`config.mk`:
```
export PLATFORM = sky130hd
export DESIGN_NAME = arb2_handover
export DESIGN_NICKNAME = d
export VERILOG_FILES = /design/src/rtl/arb2_pkg.sv /design/src/rtl/arb2_rst_sync.sv /design/src/rtl/arb2_next.sv /design/src/rtl/arb2_state_reg.sv /design/src/rtl/arb2_grant_dec.sv /design/src/rtl/arb2_handover.sv
export SDC_FILE = /design/constraint.sdc
export NUM_CORES = 1
export LEC_CHECK = 0
export BUFFER_PORTS_ARGS = -buffer_cell sky130_fd_sc_hd__buf_2
export CORE_AREA = 3 3 40 42
export CTS_CLUSTER_DIAMETER = 60
export DETAILED_ROUTE_END_ITERATION = 16
export DIE_AREA = 0 0 43 45
export MAX_ROUTING_LAYER = met4
export PLACE_DENSITY = 0.33
export SLEW_MARGIN = 20
export SYNTH_ARGS = -nofsm -noshare
export SYNTH_HDL_FRONTEND = slang
export SYNTH_SLANG_ARGS = --single-unit
```
`constraint.sdc`:
```
create_clock -name clk -period 0.8 [get_ports clk]
set_input_delay 0.08 -clock clk [delete_from_list [all_inputs] [get_ports clk]]
set_output_delay 0.08 -clock clk [all_outputs]
set_load 0.005 [all_outputs]
```
`src/rtl/arb2_pkg.sv`:
```
package arb2_pkg;
  // Codes are adjacent along every used edge: 00-01, 00-10, 01-11, 10-11
  typedef enum logic [1:0] {
    ST_FREE  = 2'b00,
    ST_OWN_A = 2'b01,
    ST_OWN_B = 2'b10,
    ST_HAND  = 2'b11
  } arb_st_e;
endpackage

```
`src/rtl/arb2_rst_sync.sv`:
```
module arb2_rst_sync #(
  parameter int STAGES = 2
) (
  input  logic clk,
  input  logic rst_n,
  output logic rst_sync_n
);
  logic [STAGES-1:0] sh_q;

  always_ff @(posedge clk or negedge rst_n) begin
    if (!rst_n) sh_q <= '0;
    else        sh_q <= {sh_q[STAGES-2:0], 1'b1};
  end

  assign rst_sync_n = sh_q[STAGES-1];
endmodule

```
`src/rtl/arb2_next.sv`:
```
module arb2_next
  import arb2_pkg::*;
#(
  parameter bit PRIO_A = 1'b1
) (
  input  arb_st_e cur,
  input  logic    tgt_b,
  input  logic    req_a,
  input  logic    req_b,
  output arb_st_e nxt,
  output logic    hand_en,
  output logic    hand_to_b
);
  arb_st_e tie_st;

  generate
    if (PRIO_A) begin : g_tie_a
      assign tie_st = ST_OWN_A;
    end else begin : g_tie_b
      assign tie_st = ST_OWN_B;
    end
  endgenerate

  always_comb begin
    nxt = cur;
    unique case (cur)
      ST_FREE: begin
        unique case ({req_b, req_a})
          2'b01:   nxt = ST_OWN_A;
          2'b10:   nxt = ST_OWN_B;
          2'b11:   nxt = tie_st;
          default: nxt = ST_FREE;
        endcase
      end
      ST_OWN_A: if (!req_a) nxt = req_b ? ST_HAND : ST_FREE;
      ST_OWN_B: if (!req_b) nxt = req_a ? ST_HAND : ST_FREE;
      ST_HAND:  nxt = tgt_b ? ST_OWN_B : ST_OWN_A;
      default:  nxt = ST_FREE;
    endcase
  end

  // Handover target latched on entry: opposite of the departing owner
  assign hand_en   = (nxt == ST_HAND) && (cur != ST_HAND);
  assign hand_to_b = (cur == ST_OWN_A);
endmodule

```
`src/rtl/arb2_state_reg.sv`:
```
module arb2_state_reg
  import arb2_pkg::*;
(
  input  logic    clk,
  input  logic    rst_n,
  input  arb_st_e nxt,
  input  logic    hand_en,
  input  logic    hand_to_b,
  output arb_st_e cur,
  output logic    tgt_b
);
  arb_st_e cur_q;
  logic    tgt_q;
  logic    upd_en;

  assign upd_en = (nxt != cur_q);

  always_ff @(posedge clk or negedge rst_n) begin
    if (!rst_n)      cur_q <= ST_FREE;
    else if (upd_en) cur_q <= nxt;
  end

  always_ff @(posedge clk or negedge rst_n) begin
    if (!rst_n)       tgt_q <= 1'b0;
    else if (hand_en) tgt_q <= hand_to_b;
  end

  assign cur   = cur_q;
  assign tgt_b = tgt_q;
endmodule

```
`src/rtl/arb2_grant_dec.sv`:
```
module arb2_grant_dec
  import arb2_pkg::*;
(
  input  arb_st_e cur,
  output logic    gnt_a,
  output logic    gnt_b
);
  assign gnt_a = (cur == ST_OWN_A);
  assign gnt_b = (cur == ST_OWN_B);
endmodule

```
`src/rtl/arb2_handover.sv`:
```
module arb2_handover
  import arb2_pkg::*;
#(
  parameter bit PRIO_A     = 1'b1,
  parameter int RST_STAGES = 2
) (
  input  logic clk,
  input  logic rst_n,
  input  logic req_a,
  input  logic req_b,
  output logic gnt_a,
  output logic gnt_b
);
  logic    rst_sync_n;
  arb_st_e cur_st;
  arb_st_e nxt_st;
  logic    tgt_b;
  logic    hand_en;
  logic    hand_to_b;

  arb2_rst_sync #(.STAGES(RST_STAGES)) u_rst (
    .clk        (clk),
    .rst_n      (rst_n),
    .rst_sync_n (rst_sync_n)
  );

  arb2_next #(.PRIO_A(PRIO_A)) u_next (
    .cur       (cur_st),
    .tgt_b     (tgt_b),
    .req_a     (req_a),
    .req_b     (req_b),
    .nxt       (nxt_st),
    .hand_en   (hand_en),
    .hand_to_b (hand_to_b)
  );

  arb2_state_reg u_reg (
    .clk       (clk),
    .rst_n     (rst_sync_n),
    .nxt       (nxt_st),
    .hand_en   (hand_en),
    .hand_to_b (hand_to_b),
    .cur       (cur_st),
    .tgt_b     (tgt_b)
  );

  arb2_grant_dec u_dec (
    .cur   (cur_st),
    .gnt_a (gnt_a),
    .gnt_b (gnt_b)
  );
endmodule

```
# --- Yosys cells after proc, flatten, opt, wreduce, memory -nomap -nowiden ---
# Index checks and enable logic that the tools add are counted.
op_classes:
  multipliers: 0
  n_mux: 7
  n_shift: 0
  n_reduce_logical: 3
  div: 0
  n_eq_ne: 9
  addsub: 0
  magnitude_cmp: 0
  n_bitwise: 0
ops:
  columns: ["operator", "n"]
  rows:
  - ["equality test 2 bit (second input constant)", 5]
  - ["2-to-1 mux 2 bit", 5]
  - ["one-hot mux 2 bit (4 select lines)", 1]
  - ["equality test 2 x 1 -> 1 bit (second input constant)", 2]
  - ["one-hot mux 2 bit (2 select lines)", 1]
  - ["zero test 2 bit", 1]
  - ["inequality test 2 bit", 1]
  - ["inequality test 2 bit (second input constant)", 1]
  - ["OR reduction 2 bit", 1]
  - ["logical AND 1 bit", 1]
word_totals:
  word_cells: 22
  output_inout_bits: 2
  ramBits: 0
  ff_bits: 5
  romBits: 0
  in_bits: 4
  mem_count: 0
  latchBits: 0

# --- Logic depth before layout (Yosys ltp) ---
depth:
  word_depth: 6
  depth_mapped: 2
  mapped_depth_nobuf: 2

# --- Cells and area by module ---
# A second synthesis with hierarchy kept.
hier_totals:
  hier_cells: 22
  hier_area_um2: 239.0
by_module_without_submodules:
  columns: ["mod", "area_each_um2", "n_inst", "cells_per_inst", "seq_area_each_um2"]
  rows:
  - ["arb2_state_reg", 97.6, 1, 6, 75.1]
  - ["arb2_next", 72.6, 1, 11, 0.0]
  - ["arb2_rst_sync", 53.8, 1, 3, 50.0]
  - ["arb2_grant_dec", 15.0, 1, 2, 0.0]

# --- Worst setup path before layout ---
# OpenSTA, ideal clock, no wires.
synth_path:
  path_type: "reg2reg"
  start: "reg u_reg.cur_q[1] (netlist: u_reg.cur[1])"
  end: "reg u_reg.cur_q[0] (netlist: u_reg.cur[0])"
  stages_incl_launch_ff: 3
  path_slack_ps: -211
  arrival_ps: 890
  t_required_ps: 680
  synth_period_minus_slack_ps: 1011
  setup_ps: 120
  cell_sequence: "dfrtp_1 > or3_1 > o211a_1"
synth_between:
  elab_chain_len: 3
synth_rtl:
  columns: ["element", "line_no", "text"]
  rows:
  - ["start: declaration", "arb2_state_reg.sv:12", "arb_st_e cur_q;"]
  - ["start signal: assignment", "arb2_state_reg.sv:20", "else if (upd_en) cur_q <= nxt;"]
  - ["equality test 2 bit, or another cell as far along", "arb2_next.sv:26", "unique case (cur)"]
  - ["one-hot mux 2 bit (4 select lines)", "arb2_next.sv:26", null]
  - ["inequality test 2 bit", "arb2_state_reg.sv:16", "assign upd_en = (nxt != cur_q);"]
# Parallel ways exist; a longest one is shown, timed or not.
# A chain may end at the register's enable or synchronous reset.

# --- Worst setup path after layout ---
layout_path:
  start: "reg u_reg.cur_q[1] (netlist: u_reg.cur[1])"
  end: "out gnt_a"
layout_between:
  elab_chain_len: 1
layout_rtl:
  columns: ["element", "line_no", "text"]
  rows:
  - ["equality test 2 x 1 -> 1 bit", "arb2_grant_dec.sv:8", "assign gnt_a = (cur == ST_OWN_A);"]
  - ["end: declaration", "arb2_handover.sv:11", "output logic gnt_a,"]
# No other way between the ends.

==> metrics.txt <==
total non-filler cell area in the finished layout 364 µm²; total clock buffers created by CTS 3; Final Critical Period about 1.1 ns; final HPWL from detailed placement 350 µm; DR DRC count 0; maximum net fanout on the critical path 3; setup repair after global routing missed its margin true; arrival time worst endpoint 1.03 ns; net count of the finished layout 40; area overhead of the layout relative to synthesis 60.8%; standard cell core area 1280 µm²; final hold vios 0; worst min path class reg -> async; Worst Setup Slack, final -0.310 ns; residual antenna-violating net count after detailed routing 0; Crit path required time 0.72 ns; largest net degree at the start of global routing 9; power density over the cells roughly 3400 nW/µm²; buffer depth of the longest clock path 2; leak pwr 0.176 nW; GRT Util Overall approximately 6.5%; floorplan die height 45 µm; synthesized netlist cell count 20; netlist area before placement 226 µm²; router iterations before antenna repair 2; proportion of netlist area held by the largest area contributor 55.2%; maximum vdd ir drop 0.000764 V; Antenna Cells 0; fin crit share 139%; Worst Path Class, Setup reg -> out; result of the run finished, violations left; dpl cell area around 290 µm²; effective utilization at floorplan 17.6%; total of endpoints with negative setup slack in the final report 5; sequential element share of the synthesized area 55.2%; worst slack after detailed placement -0.150 ns; Worst Setup End Kind output port; final cell count without fillers 50; post-synth cell types 16; width of the die approximately 43 µm; total of warnings raised by yosys 0; Filler Cells Inserted between 100 and 150; synth top area cells dfrtp_1 (55%), nand4bb_1 (5.0%), o211a_1 (4.4%); net count of the mapped netlist 24; clock network latency to the later pin of the worst-skew pair 0.24 ns; area of the die 1940 µm²; wire length of the first global-routing pass 814 µm; detail-routed via count per cell 4.08; final clock skew 0.00278 ns; max-slew violation count 0; highest clock rate 0.901 GHz; TritonCTS clock tree built; Placer Congestion just over 0.6; total I/O pin count 6; Critical Path Source Type flip-flop; via count of the first global-routing pass around 220; routed wirelength normalized by instance count 9.74 µm; area leader, netlist dfrtp_1; share of final-layout standard cells stronger than drive strength 1 45.7%; clock tree sinks 5; drt initial violations 2; count of port buffers added during placement 5; average instance area after synthesis ~11 µm²; maxcap violations 0; level count of the clock H-tree 1; Vias 204; FF+latch count, synth 5; routed wire length 487 µm; residual overflow from global routing 0; violated checks setup timing; Root Buffer clkbuf_4; Inst Count DP 42; Placement Rows 13; clock transition at the register clock pins on the worst setup and hold paths after CTS 0.04 ns; initial antenna violation count 0
-- path summary, 6_finish.rpt --
| kind | to | slack (ns) | startpoint | cells past startpoint |
|---|---|---|---|---|
| setup / recovery | gnt_a | -0.31 | u_reg.cur[1] | 3 |
| hold / removal | u_reg.cur[1] | 0.04 | u_rst.sh_q[1] | 0 |
| setup reg to reg | u_reg.cur[0] | -0.28 | u_reg.cur[1] | 3 |
| hold reg to reg | u_reg.cur[1] | 0.04 | u_rst.sh_q[1] | 0 |
| max in group asynchronous | u_rst.sh_q[1] | 0.55 | rst_n | 2 |
| min in group clk | u_reg.cur[1] | 0.18 | req_a | 3 |
-- routing by layer --
| layer | GRT usage, % | vias up | share of wire (%) |
|---|---|---|---|
| li1 | - | 101 | - |
| met1 | 4.66 | 97 | 37 |
| met2 | 10.8 | 6 | 52 |
| met3 | 4.38 | 0 | 10 |
| met4 | 5.42 | 0 | 0 |
| met5 | - | - | 0 |
-- critical path: stages (launching register included) --
cell and delay, ns:
dfrtp_1 0.39, buf_6 0.12, and2b_1 0.17, buf_2 0.10
-- sequential cells by signal, summed over array words and instances, names as in the netlist --
name,count
u_reg.cur,2
u_rst.sh_q,2
u_reg.tgt_b,1
-- synth_stat cells, drive strengths merged --
library cell / instances
and3b: 1
a21boi: 1
nand3: 1
o21ai: 1
nor2b: 1
o211ai: 1
nand2b: 1
dfrtp: 5
nand2: 1
o211a: 1
conb: 1
inv: 1
and2b: 1
or3: 1
nand4bb: 1
a32oi: 1
-- kinds of logic (layout without fill, tap and decap cells) --
family	after synthesis	after routing	share of synthesized area [%]
and+or+nand+nor	8	8	24.3
DFF	5	5	55.2
buffers and inverters	1	16	1.66
other	1	1	1.66
AOI/OAI and AO/OA	5	5	17.1
-- area by class of cell --
| type | count | area (µm²) | share of cell area (%) |
|---|---|---|---|
| Multi-Input combinational cell | 14 | 109 | 29.9 |
| Clock buffer | 4 | 26.3 | 7.22 |
| Inverter | 1 | 3.75 | 1.03 |
| Tap cell | 15 | 18.8 | 5.15 |
| Sequential cell | 5 | 126 | 34.7 |
| Timing Repair Buffer | 11 | 80.1 | 22.0 |
-- layout by cell type, fill, tap and decap left out, types with 2 or more instances in the layout --
cell type and count:
buf_6 2, clkbuf_4 3, dfrtp_1 4, buf_4 3, buf_2 5
-- what timing repair did --
action	CTS	global route
buffers inserted	2	1
setup endpoints to repair	5	5
endpoints found under the hold margin	2	0
gates resized for setup	1	5
hold buffers	1	0
pin swaps	1	1
-- power by group --
group,switching (mW),internal [mW],total (mW)
registers,0.104,0.341,0.446
clock network,0.0983,0.188,0.287
logic,0.193,0.330,0.523
total,0.395,0.860,1.26
-- through the flow --
stage	utilization, %	total power, mW	setup TNS (ns)	hold slack (ns)
final	28.3	1.26	-1.25	0.0386
after global routing	28.3	1.36	-1.45	0.0480
after CTS	26.5	1.16	-1.14	0.0465
after detailed placement	22.2	0.764	-0.452	-0.132
after global placement	22.2	0.764	-0.418	-0.136
after floorplan	-	0.610	-0.143	-0.216
Power figures use the tool's default switching activity.
